## src/rtl/seg_dec_pkg.sv

```systemverilog
package seg_dec_pkg;

   typedef enum logic [1:0] {
      SZ_BYTE = 2'd0,
      SZ_HALF = 2'd1,
      SZ_WORD = 2'd2
   } acc_size_e;

   localparam int RGN_N    = 5;
   localparam int RGN_RAM  = 0;
   localparam int RGN_PAR  = 1;
   localparam int RGN_SPAD = 2;
   localparam int RGN_HW   = 3;
   localparam int RGN_ROM  = 4;

   localparam int SEG_BITS = 3;

endpackage

```

## src/rtl/seg_page_classify.sv

```systemverilog
module seg_page_classify
   import seg_dec_pkg::*;
#(
   parameter int ADDR_W           = 32,
   parameter int PAGE_BITS        = 16,
   parameter int RAM_WINDOW_PAGES = 128,
   parameter int RAM_PAGES        = 32,
   parameter int PAR_PAGE         = 'h1F00,
   parameter int IO_PAGE          = 'h1F80,
   parameter int SPAD_BYTES       = 1024,
   parameter int ROM_BASE_PAGE    = 'h1FC0,
   parameter int ROM_PAGES        = 8,
   parameter bit FOLD_MIRRORS     = 1'b1,
   parameter logic [ADDR_W-1:0] CTL_ADDR = 32'hFFFE0130,
   parameter int OFF_W            = 21
) (
   input  logic [ADDR_W-1:0] addr,
   input  logic              is_write,
   output logic [RGN_N-1:0]  sel,
   output logic [OFF_W-1:0]  off,
   output logic              err,
   output logic              ram_hit,
   output logic              ctl_hit
);
   localparam int PAGE_W    = ADDR_W - PAGE_BITS;
   localparam int RAM_IDX_W = $clog2(RAM_PAGES);
   localparam int ROM_IDX_W = $clog2(ROM_PAGES);

   logic [PAGE_W-1:0]    page;
   logic [PAGE_W-1:0]    phys;
   logic [PAGE_BITS-1:0] low;
   logic [SEG_BITS-1:0]  seg;
   logic                 direct, folded, in_map;
   logic                 par_in, io_in, spad_in, hw_in, rom_in;

   assign page   = addr[ADDR_W-1:PAGE_BITS];
   assign low    = addr[PAGE_BITS-1:0];
   assign seg    = page[PAGE_W-1 -: SEG_BITS];
   assign phys   = {{SEG_BITS{1'b0}}, page[PAGE_W-SEG_BITS-1:0]};
   assign direct = (seg == '0);

   generate
      if (FOLD_MIRRORS) begin : g_fold
         assign folded = (seg == 3'b100) || (seg == 3'b101);
      end else begin : g_nofold
         assign folded = 1'b0;
      end
   endgenerate

   assign in_map  = direct || folded;
   assign ram_hit = in_map && (phys < PAGE_W'(RAM_WINDOW_PAGES));
   assign par_in  = direct && (page == PAGE_W'(PAR_PAGE));
   assign io_in   = in_map && (phys == PAGE_W'(IO_PAGE));
   assign spad_in = io_in && ({1'b0, low} < (PAGE_BITS+1)'(SPAD_BYTES));
   assign hw_in   = io_in && !spad_in;
   assign rom_in  = in_map && (phys >= PAGE_W'(ROM_BASE_PAGE))
                           && (phys <  PAGE_W'(ROM_BASE_PAGE + ROM_PAGES));
   assign ctl_hit = (addr == CTL_ADDR);

   always_comb begin
      sel           = '0;
      sel[RGN_RAM]  = ram_hit;
      sel[RGN_PAR]  = par_in;
      sel[RGN_SPAD] = spad_in;
      sel[RGN_HW]   = hw_in;
      sel[RGN_ROM]  = rom_in && !is_write;
      err = (!(ram_hit || par_in || io_in || rom_in) && !ctl_hit)
            || (rom_in && is_write);
      if (ram_hit)
         off = OFF_W'({phys[RAM_IDX_W-1:0], low});
      else if (rom_in)
         off = OFF_W'({phys[ROM_IDX_W-1:0], low});
      else if (par_in || io_in)
         off = OFF_W'(low);
      else
         off = '0;
   end

endmodule

```

## src/rtl/seg_iso_ctl.sv

```systemverilog
module seg_iso_ctl #(
   parameter int DATA_W = 32,
   parameter logic [DATA_W-1:0] ON_A  = 32'h0000_0800,
   parameter logic [DATA_W-1:0] ON_B  = 32'h0000_0804,
   parameter logic [DATA_W-1:0] OFF_A = 32'h0000_0000,
   parameter logic [DATA_W-1:0] OFF_B = 32'h0001_E988
) (
   input  logic              clk,
   input  logic              rst_n,
   input  logic              wr_en,
   input  logic              wr_word,
   input  logic [DATA_W-1:0] wdata,
   output logic              iso_q,
   output logic [DATA_W-1:0] ctl_q,
   output logic              unk
);
   logic val_on, val_off;

   assign val_on  = (wdata == ON_A)  || (wdata == ON_B);
   assign val_off = (wdata == OFF_A) || (wdata == OFF_B);
   assign unk     = wr_en && (!wr_word || !(val_on || val_off));

   always_ff @(posedge clk) begin
      if (!rst_n) begin
         iso_q <= 1'b0;
         ctl_q <= '0;
      end else if (wr_en && wr_word) begin
         ctl_q <= wdata;
         if (val_on)
            iso_q <= 1'b1;
         else if (val_off)
            iso_q <= 1'b0;
      end
   end

endmodule

```

## src/rtl/seg_out_stage.sv

```systemverilog
module seg_out_stage
   import seg_dec_pkg::*;
#(
   parameter int ADDR_W = 32,
   parameter int DATA_W = 32,
   parameter int OFF_W  = 21
) (
   input  logic              clk,
   input  logic              rst_n,
   input  logic              in_valid,
   input  logic [RGN_N-1:0]  in_sel,
   input  logic [OFF_W-1:0]  in_off,
   input  logic              in_err,
   input  logic              in_unk,
   input  logic [1:0]        in_size,
   input  logic [DATA_W-1:0] in_rdata,
   input  logic              in_inv,
   input  logic [ADDR_W-1:0] in_inv_addr,
   output logic              q_valid,
   output logic [RGN_N-1:0]  q_sel,
   output logic [OFF_W-1:0]  q_off,
   output logic              q_err,
   output logic              q_unk,
   output logic [1:0]        q_size,
   output logic [DATA_W-1:0] q_rdata,
   output logic              q_inv,
   output logic [ADDR_W-1:0] q_inv_addr
);
   always_ff @(posedge clk) begin
      if (!rst_n || !in_valid) begin
         q_valid    <= 1'b0;
         q_sel      <= '0;
         q_off      <= '0;
         q_err      <= 1'b0;
         q_unk      <= 1'b0;
         q_size     <= '0;
         q_rdata    <= '0;
         q_inv      <= 1'b0;
         q_inv_addr <= '0;
      end else begin
         q_valid    <= 1'b1;
         q_sel      <= in_sel;
         q_off      <= in_off;
         q_err      <= in_err;
         q_unk      <= in_unk;
         q_size     <= in_size;
         q_rdata    <= in_rdata;
         q_inv      <= in_inv;
         q_inv_addr <= in_inv ? in_inv_addr : '0;
      end
   end

endmodule

```

## src/rtl/seg_addr_decoder.sv

```systemverilog
module seg_addr_decoder
   import seg_dec_pkg::*;
#(
   parameter int ADDR_W           = 32,
   parameter int DATA_W           = 32,
   parameter int PAGE_BITS        = 16,
   parameter int RAM_WINDOW_PAGES = 128,
   parameter int RAM_PAGES        = 32,
   parameter int PAR_PAGE         = 'h1F00,
   parameter int IO_PAGE          = 'h1F80,
   parameter int SPAD_BYTES       = 1024,
   parameter int ROM_BASE_PAGE    = 'h1FC0,
   parameter int ROM_PAGES        = 8,
   parameter bit FOLD_MIRRORS     = 1'b1,
   parameter logic [ADDR_W-1:0] CTL_ADDR = 32'hFFFE0130,
   localparam int RAM_IDX_W = $clog2(RAM_PAGES),
   localparam int ROM_IDX_W = $clog2(ROM_PAGES),
   localparam int OFF_W     = PAGE_BITS + ((RAM_IDX_W > ROM_IDX_W) ? RAM_IDX_W : ROM_IDX_W)
) (
   input  logic              clk,
   input  logic              rst_n,
   input  logic              req_valid,
   input  logic              req_write,
   input  logic [1:0]        req_size,
   input  logic [ADDR_W-1:0] req_addr,
   input  logic [DATA_W-1:0] req_wdata,
   output logic              out_valid,
   output logic [RGN_N-1:0]  out_sel,
   output logic [OFF_W-1:0]  out_off,
   output logic              out_err,
   output logic              out_unk,
   output logic [1:0]        out_size,
   output logic [DATA_W-1:0] out_rdata,
   output logic              inv_valid,
   output logic [ADDR_W-1:0] inv_addr,
   output logic              iso_mode
);
   generate
      if (ADDR_W - PAGE_BITS <= SEG_BITS) begin : g_bad_page
         $error("page field too narrow for segment folding");
      end
      if (RAM_PAGES < 2 || (RAM_PAGES & (RAM_PAGES - 1)) != 0
          || RAM_PAGES > RAM_WINDOW_PAGES) begin : g_bad_ram
         $error("RAM_PAGES must be a power of two within the RAM window");
      end
      if (ROM_PAGES < 2 || (ROM_PAGES & (ROM_PAGES - 1)) != 0
          || (ROM_BASE_PAGE % ROM_PAGES) != 0) begin : g_bad_rom
         $error("ROM_PAGES must be a power of two and divide ROM_BASE_PAGE");
      end
      if (SPAD_BYTES < 1 || SPAD_BYTES > (1 << PAGE_BITS)) begin : g_bad_spad
         $error("SPAD_BYTES must fit in one page");
      end
   endgenerate

   logic [RGN_N-1:0]  dec_sel, eff_sel;
   logic [OFF_W-1:0]  dec_off;
   logic              dec_err, ram_hit, ctl_hit;
   logic              ctl_wr, ctl_unk, wr_blocked, ram_wr_ok;
   logic [DATA_W-1:0] ctl_q, rdata_d;

   seg_page_classify #(
      .ADDR_W(ADDR_W), .PAGE_BITS(PAGE_BITS),
      .RAM_WINDOW_PAGES(RAM_WINDOW_PAGES), .RAM_PAGES(RAM_PAGES),
      .PAR_PAGE(PAR_PAGE), .IO_PAGE(IO_PAGE), .SPAD_BYTES(SPAD_BYTES),
      .ROM_BASE_PAGE(ROM_BASE_PAGE), .ROM_PAGES(ROM_PAGES),
      .FOLD_MIRRORS(FOLD_MIRRORS), .CTL_ADDR(CTL_ADDR), .OFF_W(OFF_W)
   ) u_classify (
      .addr(req_addr), .is_write(req_write),
      .sel(dec_sel), .off(dec_off), .err(dec_err),
      .ram_hit(ram_hit), .ctl_hit(ctl_hit)
   );

   assign ctl_wr = req_valid && req_write && ctl_hit;

   seg_iso_ctl #(.DATA_W(DATA_W)) u_iso (
      .clk(clk), .rst_n(rst_n),
      .wr_en(ctl_wr), .wr_word(req_size == 2'(SZ_WORD)),
      .wdata(req_wdata),
      .iso_q(iso_mode), .ctl_q(ctl_q), .unk(ctl_unk)
   );

   assign wr_blocked = req_write && ram_hit && iso_mode;
   assign ram_wr_ok  = req_write && ram_hit && !iso_mode;

   always_comb begin
      eff_sel          = dec_sel;
      eff_sel[RGN_RAM] = dec_sel[RGN_RAM] && !wr_blocked;
   end

   assign rdata_d = (!req_write && ctl_hit) ? ctl_q : '0;

   seg_out_stage #(.ADDR_W(ADDR_W), .DATA_W(DATA_W), .OFF_W(OFF_W)) u_out (
      .clk(clk), .rst_n(rst_n),
      .in_valid(req_valid), .in_sel(eff_sel), .in_off(dec_off),
      .in_err(dec_err), .in_unk(ctl_unk), .in_size(req_size),
      .in_rdata(rdata_d), .in_inv(ram_wr_ok),
      .in_inv_addr({req_addr[ADDR_W-1:2], 2'b00}),
      .q_valid(out_valid), .q_sel(out_sel), .q_off(out_off),
      .q_err(out_err), .q_unk(out_unk), .q_size(out_size),
      .q_rdata(out_rdata), .q_inv(inv_valid), .q_inv_addr(inv_addr)
   );

endmodule

```

## config.mk

```make
export PLATFORM = sky130hd
export DESIGN_NAME = seg_addr_decoder
export DESIGN_NICKNAME = d
export VERILOG_FILES = /design/src/rtl/seg_dec_pkg.sv /design/src/rtl/seg_page_classify.sv /design/src/rtl/seg_iso_ctl.sv /design/src/rtl/seg_out_stage.sv /design/src/rtl/seg_addr_decoder.sv
export SDC_FILE = /design/constraint.sdc
export NUM_CORES = 1
export LEC_CHECK = 0
export ABC_AREA = 1
export BUFFER_PORTS_ARGS = -buffer_cell sky130_fd_sc_hd__buf_2
export CORE_MARGIN = 2
export CORE_UTILIZATION = 52
export CTS_BUF_LIST = sky130_fd_sc_hd__clkbuf_16
export DETAILED_ROUTE_END_ITERATION = 7
export MAX_ROUTING_LAYER = met4
export PLACE_DENSITY = 0.94
export SYNTH_ARGS = -nofsm -noshare
export SYNTH_HDL_FRONTEND = slang
export SYNTH_SLANG_ARGS = --single-unit
```

## constraint.sdc

```tcl
create_clock -name clk -period 3.8 [get_ports clk]
set_input_delay 1.14 -clock clk [delete_from_list [all_inputs] [get_ports clk]]
set_output_delay 1.14 -clock clk [all_outputs]
set_load 0.03 [all_outputs]
```

==> impl_metrics.json, run 1 <==
{
  "dp.cells": 824,
  "hold_path.class": "flop to flop",
  "setup_viol": 0,
  "hold_buffers": 0,
  "place_area_um2": 5348,
  "place_hpwl_um": 7758,
  "syn-cell-area_um2": 4454,
  "path_clk_slew_ns": 0.05,
  "synth_top_area_cell": "dfxtp_1",
  "vdd_drop_max_v": 0.0003334,
  "fin_util_pct": 71.95,
  "area_growth_pct": 33.40,
  "relSlewSlack_pct": 30.65,
  "cts_setup_buffers": 0,
  "path_max_fanout": 34,
  "yosysWarnings": 0,
  "fin_crit_sh_pct": 68.04,
  "synth_area_per_cell_um2": 7.898,
  "slowest_delay_ns": 0.32,
  "synthDistinctLibCells": 27,
  "portBuffers": 164,
  "grt_use_total_pct": 24.59,
  "finalSetupTns_ns": 0,
  "grt_pass1_vias": 3846,
  "vias_per_cell": 4.715,
  "dieArea_um2": 9322,
  "io_pins": 167,
  "synth_async_sr_flop_share_pct": 0,
  "cp_slowest_cell": "buf_4",
  "max_freq_ghz": 0.3868,
  "antenna_found_initial": 0,
  "p_clk_share_pct": 52.0,
  "cts_buffers": 17,
  "ys_seq_area_share_pct": 57.08,
  "finalMaxSlewViolations": 0,
  "ys_seq_elements": 127,
  "end_kind": "flop",
  "drive_gt1_share_pct": 29.69,
  "ant_nets": 0,
  "grt_max_degree": 35,
  "rows": 33,
  "powerDensity_nw_per_um2": 517.9,
  "cp_common_cell": "nand2_1",
  "die_h_um": 96.55,
  "fin_cells": 856,
  "drtPass1Iterations": 4,
  "synth_edf_count": 0,
  "nets": 808,
  "worst-setup-path-type": "input port to flop",
  "core_area_um2": 8258,
  "p_total_uw": 3077,
  "fill_cells": 640,
  "hold_viol_final": 0,
  "combPwrFrac_pct": 4.4,
  "cts_tree": "built",
  "synthFlopType": "dfxtp_1",
  "clk_latency_ns": 0.39,
  "status": "finished clean",
  "grt.overflow.total": 0,
  "cts_resized": 0,
  "min_period_ns": 2.586,
  "power.internal_uw": 2412,
  "drt-wirelength-per-cell_um": 12.60,
  "diodes": 0,
  "clockRootBuffer": "clkbuf_16",
  "sw_frac_of_total_pct": 21.61,
  "grt_first_pass_wirelength_um": 17020,
  "vias": 4036,
  "cp-start-kind": "input port",
  "cts.sinks": 127,
  "arrival_ns": 2.81,
  "die-width_um": 96.55,
  "start_util_pct": 53.94,
  "worst_slew_pin_slew_ns": 1.039,
  "skew_ns": 0.006814,
  "p_switching_uw": 664.9,
  "leakage_uw": 0.002888,
  "drc": 0,
  "h-tree-depth": 4,
  "ys_top_cells_by_count": "127 x dfxtp_1, 127 x nand2_1, 106 x nor2_1, 92 x inv_1, 36 x a21oi_1",
  "drv_cap": 0,
  "wl_um": 10790,
  "cts_buffer_depth": 2,
  "synth_top_area_share_pct": 57.08,
  "cp.required_ns": 4.02,
  "path_cells": "buf_2 -> inv_1 -> nand2_1 -> nor2_1 -> nand2_1 -> nor2_1 -> nand3_1 -> nor2_4 -> buf_4 -> inv_2 -> nand2_1 -> a21oi_1",
  "synth_area_leaders": "dfxtp_1 57%, nand2_1 11%, nor2_1 8.9%",
  "drtIter0Drc": 148,
  "fin_area_um2": 5942,
  "rsz0062_at_grt": "false",
  "place_congestion": 0.8671,
  "syn_inst": 564,
  "pwr-share-seq_pct": 43.5
}
-- cell type report --
cell class | instances | area, um2 | share of cell area [%]
tap | 105 | 131.4 | 2.211
clock inverter | 15 | 168.9 | 2.843
clock buffer | 17 | 425.4 | 7.159
timing repair buffer | 167 | 843.3 | 14.19
multi-input combinational | 328 | 1466 | 24.68
inverter | 97 | 364.1 | 6.128
sequential | 127 | 2542 | 42.79
-- kinds of logic after synthesis --
logic type | share of synthesized area, %
flops | 57.08
buf+inv | 10.67
simple gates | 27.72
other cells | 0.08419
compound gates | 4.438
-- stage by stage --
| step | worst slack, ns | hold slack (ns) |
|---|---|---|
| final | 1.214 | 0.4158 |
| after global routing | 1.064 | 0.4416 |
| after CTS | 1.237 | 0.4199 |
| after detailed placement | 0.8324 | 0.4142 |
| after global placement | 0.9450 | 0.4210 |
| after floorplan | 1.519 | 0.4084 |
-- routing by layer --
| metal | GRT usage [%] | vias to the layer above | wire, um |
|---|---|---|---|
| met1 | 26.80 | 1829 | 4368 |
| li1 | - | 2017 | - |
| met4 | 10.56 | 0 | 249 |
| met5 | - | - | 0 |
| met3 | 5.586 | 22 | 696 |
| met2 | 43.06 | 168 | 5472 |
-- state kept, by name, indices dropped and copies added (netlist names) --
signal,cells
u_out.q_err,1
u_out.q_rdata,32
u_out.q_valid,1
u_iso.ctl_q,32
u_out.q_inv_addr,30
u_out.q_inv,1
u_out.q_sel,5
u_out.q_size,2
u_iso.iso_q,1
u_out.q_off,21
u_out.q_unk,1
-- cells in the final DEF, fill, tap and decap left out --
cell type / netlist / routed
nor3_2: 11 / 11
clkinv_2: 0 / 3
clkinv_4: 0 / 4
nand2_2: 2 / 2
and2_1: 2 / 2
buf_4: 2 / 3
inv_6: 0 / 2
a21oi_1: 36 / 36
dfxtp_1: 127 / 127
and3_1: 1 / 1
nand2_1: 127 / 127
nor2_4: 2 / 2
nor4_1: 1 / 1
nand4_1: 4 / 4
inv_2: 5 / 5
conb_1: 1 / 9
clkbuf_16: 0 / 17
o21ai_2: 2 / 2
nor3b_4: 1 / 1
nand3_1: 9 / 9
and2_4: 1 / 1
nor4_2: 1 / 1
nor3b_2: 2 / 2
clkinv_1: 0 / 2
nor2_1: 106 / 106
bufinv_16: 0 / 3
inv_1: 92 / 93
nor3_1: 11 / 11
buf_2: 8 / 164
-- final timing paths --
path                   startpoint                    to  slack (ns)  cells past startpoint
setup / recovery     req_addr[13]       u_iso.ctl_q[24]        1.21                     12
hold / removal    u_iso.ctl_q[25]     u_out.q_rdata[25]        0.42                      2
setup reg to reg      u_iso.iso_q  u_out.q_inv_addr[20]        2.76                      3
hold reg to reg   u_iso.ctl_q[25]     u_out.q_rdata[25]        0.42                      2
-- power by group through the flow --
| stage | Combinational, uW | Clock, uW | Sequential (uW) |
|---|---|---|---|
| after floorplan | 54.7 | 0 | 1380 |
| after global placement | 130 | 0 | 1370 |
| after detailed placement | 133 | 0 | 1370 |
| after CTS | 135 | 1620 | 1340 |
| after global routing | 152 | 1690 | 1340 |
| final | 136 | 1600 | 1340 |
-- worst max-delay path: cells and delay by family --
| kind | cells | cell delay [ns] |
|---|---|---|
| buffers and inverters | 4 | 0.83 |
| AND/OR/NAND/NOR | 7 | 0.75 |
| AO/OA/AOI/OAI | 1 | 0.07 |
Note: power is estimated with default switching activity, not from simulation.
==> run 2, diff against run 1 <==
ABC_AREA = 0   (was 1)
CORE_UTILIZATION = 48   (was 52)
PLACE_DENSITY = 0.89   (was 0.94)
clock period = 2.6 ns   (was 3.8 ns; I/O delays follow)
==> run 2 against run 1 <==
  * Area after synthesis shrank 6.1%
  * Synthesized cell count down 37%
  * Combinational power increased by 18%
  * Clock skew is 0.00059 ns lower
  * Critical endpoint is now u_iso.ctl_q[0]
  * Clock power increased by 59%
==> impl_metrics.json, run 2 <==
{
  "status": "finished clean",
  "dp.cells": 634,
  "cp-start-kind": "input port",
  "grt_max_degree": 37,
  "synth.most_common_cell": "dfxtp_1",
  "core_area_um2": 8593,
  "hold_viol_final": 0,
  "synthFlopType": "dfxtp_1",
  "cts_buffer_depth": 2,
  "path_clk_slew_ns": 0.05,
  "cts_tree": "built",
  "place_hpwl_um": 7323,
  "yosysWarnings": 0,
  "fin_crit_sh_pct": 83.64,
  "drt-wirelength-per-cell_um": 14.82,
  "rsz0062_at_grt": "false",
  "fill_cells": 672,
  "fin_cells": 667,
  "synth_async_sr_flop_share_pct": 0,
  "synth_area_leaders": "dfxtp_1 61%, and2_1 11%, mux2i_1 7.7%",
  "nets": 615,
  "reg2regPathDepth": 3,
  "sw_frac_of_total_pct": 20.33,
  "setup_viol": 0,
  "drtPass1Iterations": 4,
  "mostFrequentLayoutCells": "164 x buf_2, 127 x dfxtp_1, 72 x and2_1, 35 x nor2b_1, 32 x mux2i_1",
  "synth_top_area_share_pct": 60.78,
  "cts.sinks": 127,
  "worst_slew_pin_slew_ns": 0.4963,
  "arrival_ns": 2.45,
  "hold_buffers": 0,
  "portBuffers": 164,
  "pwr-share-seq_pct": 41.9,
  "syn-cell-area_um2": 4183,
  "clockRootBuffer": "clkbuf_16",
  "p_switching_uw": 949.2,
  "hold_path.class": "flop to flop",
  "area_growth_pct": 39.22,
  "slowest_delay_ns": 0.68,
  "grt.overflow.total": 0,
  "drc": 0,
  "powerDensity_nw_per_um2": 801.9,
  "h-tree-depth": 4,
  "top_regs": "u_iso.ctl_q x32, u_out.q_rdata x32, u_out.q_inv_addr x30",
  "ys_top_cells_by_count": "127 x dfxtp_1, 72 x and2_1, 35 x nor2b_1, 32 x mux2i_1, 10 x and3_1",
  "die-width_um": 97.35,
  "syn_inst": 358,
  "p_clk_share_pct": 54.6,
  "synth_top_area_cell": "dfxtp_1",
  "skew_ns": 0.006222,
  "synth_edf_count": 0,
  "drtIter0Drc": 65,
  "finalMaxSlewViolations": 0,
  "vdd_drop_max_v": 0.0004769,
  "max_freq_ghz": 0.4598,
  "fin_area_um2": 5823,
  "cts_buffers": 17,
  "place_congestion": 0.8572,
  "start_util_pct": 48.68,
  "grt_first_pass_wirelength_um": 16070,
  "min_period_ns": 2.175,
  "clk_latency_ns": 0.40,
  "cts_resized": 0,
  "vias_per_cell": 4.873,
  "mostFrequentLayoutCell": "buf_2",
  "cp.required_ns": 2.88,
  "wl_um": 9888,
  "end_kind": "flop",
  "ant_nets": 0,
  "vias": 3250,
  "grt_use_total_pct": 22.05,
  "drive_gt1_share_pct": 38.89,
  "synthDistinctLibCells": 41,
  "drv_cap": 0,
  "cp_slowest_cell": "or4b_2",
  "rows": 34,
  "relSlewSlack_pct": 66.61,
  "path_max_fanout": 25,
  "cts_setup_buffers": 0,
  "grt_pass1_vias": 3297,
  "leakage_uw": 0.002994,
  "ys_seq_elements": 127,
  "worst-setup-path-type": "input port to flop",
  "place_area_um2": 5177,
  "synth_area_per_cell_um2": 11.68,
  "power.internal_uw": 3720,
  "io_pins": 167,
  "path_cells": "buf_2 -> or4b_2 -> nor3_2 -> buf_4 -> nand4_4 -> buf_12 -> mux2i_1 -> nor2b_1",
  "antenna_found_initial": 1,
  "dieArea_um2": 9477,
  "combPwrFrac_pct": 3.4,
  "whs_path_depth": 1,
  "ys_seq_area_share_pct": 60.78,
  "die_h_um": 97.35
}
[run 2: cell count changes after synthesis, sizes merged, moves of 5 or more]
| cell | before | now |
|---|---|---|
| mux2i | 0 | 32 |
| and3 | 1 | 10 |
| inv | 97 | 4 |
| nor3 | 22 | 7 |
| nor2 | 108 | 4 |
| nor2b | 0 | 35 |
| nand2 | 129 | 7 |
| a21oi | 36 | 3 |
| nand4 | 4 | 9 |
| and2 | 3 | 72 |
| nand3 | 9 | 1 |
| nor4 | 2 | 11 |
[run 2: area by class of cell]
type                    instances  area, um2  share of cell area (%)
inverters                       4      15.01                  0.2578
well taps                     108      135.1                   2.321
multi-input cells             220       1544                   26.51
diodes                          1      2.502                 0.04297
clock buffers                  17      425.4                   7.306
repair buffers                175      940.9                   16.16
flip-flops and latches        127       2542                   43.66
clock inverters                15      217.7                   3.739
[run 2: through the flow]
step / setup TNS [ns] / power [uW] / util [%] / setup WS, ns / hold slack [ns]
after detailed placement: -0.01676 / 2159 / 60.25 / -0.01232 / 0.4426
after global placement: 0 / 2155 / 60.25 / 0.01208 / 0.4398
after global routing: 0 / 4814 / 67.76 / 0.3349 / 0.4737
final: 0 / 4669 / 67.76 / 0.4253 / 0.4541
after CTS: 0 / 4704 / 67.73 / 0.4067 / 0.4600
after floorplan: 0 / 2063 / - / 0.1471 / 0.4295
[run 2: power groups by stage]
stage	Clock (uW)	Sequential (uW)	Combinational, uW
3_5_place_dp	0	2000	159
5_1_grt	2680	1960	174
4_1_cts	2590	1960	160
3_3_place_gp	0	2000	155
2_1_floorplan	0	2020	44.2
6_report	2550	1960	160
[run 2: path summary, 6_finish.rpt]
path	start	end	slack, ns
worst max-delay path	req_addr[2]	u_iso.ctl_q[0]	0.43
worst min-delay path	u_iso.ctl_q[29]	u_out.q_rdata[29]	0.45
worst max register to register	u_iso.iso_q	u_out.q_inv_addr[15]	1.61
worst min register to register	u_iso.ctl_q[29]	u_out.q_rdata[29]	0.45
[run 2: critical path, delay by kind of cell]
family	cells	cell delay [ns]
buffers and inverters	3	0.49
multiplexers	1	0.17
AND/OR/NAND/NOR	4	1.01
[run 2: logic make-up (layout without fill, tap and decap cells)]
logic type | after synthesis | in the layout | share of synthesized area, %
buffers and inverters | 19 | 211 | 3.021
flip-flops | 127 | 127 | 60.78
AND/OR/NAND/NOR | 169 | 169 | 26.80
other | 1 | 10 | 0.08965
multiplexers | 32 | 32 | 7.658
AO/OA/AOI/OAI | 10 | 10 | 1.645
[run 2: per-layer routing]
metal / global-route usage (%) / vias to the layer above / wire length [um]
met1: 24.40 / 1526 / 4022
li1: - / 1569 / -
met4: 6.090 / 0 / 69
met5: - / - / 0
met2: 37.87 / 146 / 5059
met3: 7.842 / 9 / 737
==> run 3, diff against run 2 <==
CORE_UTILIZATION = 43   (was 48)
PLACE_DENSITY = 0.85   (was 0.89)
clock period = 2 ns   (was 2.6 ns; I/O delays follow)
==> run 3 against run 2 <==
  * First-iteration DRC count up 26%
  * Power up 23%
  * Critical path type unchanged
  * Clock skew up 0.0032 ns
  * Largest cell class unchanged
  * Critical path depth down 1
==> impl_metrics.json, run 3 (synthesized netlist as in run 2, its figures left out) <==
{
  "multiInputGateArea_um2": 1569,
  "min_period_ns": 1.986,
  "place_hpwl_um": 7654,
  "wl_um": 10220,
  "hold_viol_final": 0,
  "hold_path.class": "input port to flop",
  "cts_buffer_depth": 2,
  "vias": 3296,
  "clk_latency_ns": 0.40,
  "cts_buffers": 17,
  "start_util_pct": 44.84,
  "hold_buffers": 0,
  "drt-wirelength-per-cell_um": 14.44,
  "cts.sinks": 127,
  "grt_use_total_pct": 20.18,
  "mostFrequentLayoutCell": "buf_2",
  "place_congestion": 0.8155,
  "finalMaxSlewViolations": 0,
  "rsz0062_at_grt": "true",
  "antenna_found_initial": 2,
  "ant_nets": 0,
  "io_pins": 167,
  "vias_per_cell": 4.655,
  "cp.required_ns": 2.29,
  "nets": 635,
  "vdd_drop_max_v": 0.0005002,
  "grt_first_pass_wirelength_um": 15700,
  "path_clk_slew_ns": 0.06,
  "mostFrequentLayoutCells": "162 x buf_2, 127 x dfxtp_1, 71 x and2_1, 35 x nor2b_1, 31 x mux2i_1",
  "drv_cap": 0,
  "rows": 35,
  "grt_max_degree": 37,
  "fin_ws_ns": 0.01408,
  "top_regs": "u_iso.ctl_q x32, u_out.q_rdata x32, u_out.q_inv_addr x30",
  "grt.overflow.total": 0,
  "core_area_um2": 9328,
  "cts_tree": "built",
  "path_max_fanout": 20,
  "die_h_um": 102.6,
  "powerDensity_nw_per_um2": 960.1,
  "max_freq_ghz": 0.5035,
  "arrival_ns": 2.27,
  "pre_cts_slack_ns": -0.4123,
  "drc": 0,
  "fill_cells": 735,
  "end_kind": "flop",
  "skew_ns": 0.009395,
  "status": "finished clean",
  "p_total_uw": 5741,
  "h-tree-depth": 4,
  "die-width_um": 102.6,
  "drtIter0Drc": 82,
  "cp-start-kind": "input port",
  "portBuffers": 164,
  "grt_pass1_vias": 3262,
  "dieArea_um2": 10530,
  "leakage_uw": 0.003079,
  "clockRootBuffer": "clkbuf_16",
  "setup_viol": 0,
  "drive_gt1_share_pct": 41.42,
  "seq_area_um2": 2542,
  "drtPass1Iterations": 4,
  "area_growth_pct": 42.96,
  "fin_crit_sh_pct": 99.30,
  "worst-setup-path-type": "input port to flop",
  "r2r_setup_slack_ns": 1.01
}
==> run 3: final timing paths <==
check                                      from                   end  cells after the start
worst min-delay path               req_addr[15]       u_out.q_off[15]                      2
worst max-delay path               req_addr[15]       u_iso.ctl_q[16]                      7
worst min register to register  u_iso.ctl_q[11]     u_out.q_rdata[11]                      1
worst max register to register      u_iso.iso_q  u_out.q_inv_addr[17]                      3
==> run 3: cell type report <==
type                            count  area share (%)
Tap cell                          129           2.699
Antenna cell                        2         0.08370
Inverter                            4          0.2511
Sequential cell                   127           42.52
Clock inverter                     14           2.511
Timing Repair Buffer              195           18.58
Multi-Input combinational cell    220           26.24
Clock buffer                       17           7.114
==> run 3: power by group <==
group	internal (uW)	leakage [uW]	switching [uW]
registers	2540	0.00103	2.34
clock network	1930	0.000281	1030
logic	106	0.00177	132
total	4580	0.00308	1170
==> run 3: worst max-delay path: stages <==
cell	delay (ns)
buf_6	0.09
or4_4	0.55
nor4_4	0.36
nand4_4	0.19
buf_12	0.22
mux2i_1	0.18
nor2b_1	0.07
==> run 3: metal layers <==
layer | track usage (%) | vias to the layer above | share of wire (%)
met5 | - | - | 0
met4 | 7.692 | 0 | 2.0
met3 | 7.119 | 17 | 7.2
met2 | 34.74 | 143 | 52
met1 | 21.23 | 1525 | 39
li1 | - | 1611 | -
==> run 3: stage by stage <==
stage | hold WS (ns) | util (%) | TNS (ns) | area, um2 | cells
6_report | 0.4110 | 64.10 | 0 | 5979 | 708
5_1_grt | 0.4002 | 64.10 | -1.094 | 5979 | 708
4_1_cts | 0.4116 | 63.81 | 0 | 5952 | 706
3_5_place_dp | 0.4445 | 57.56 | -31.91 | 5369 | 675
3_3_place_gp | 0.4439 | 57.56 | -26.89 | 5369 | 675
2_1_floorplan | 0.4295 | - | -10.93 | 4228 | 366
==> run 3: repair_timing <==
action / CTS / global route
pin swaps: 0 / 1
buffers inserted: 0 / 0
endpoints found under the hold margin: 0 / 0
resized for setup: 2 / 5
endpoints found under the setup margin: 3 / 61
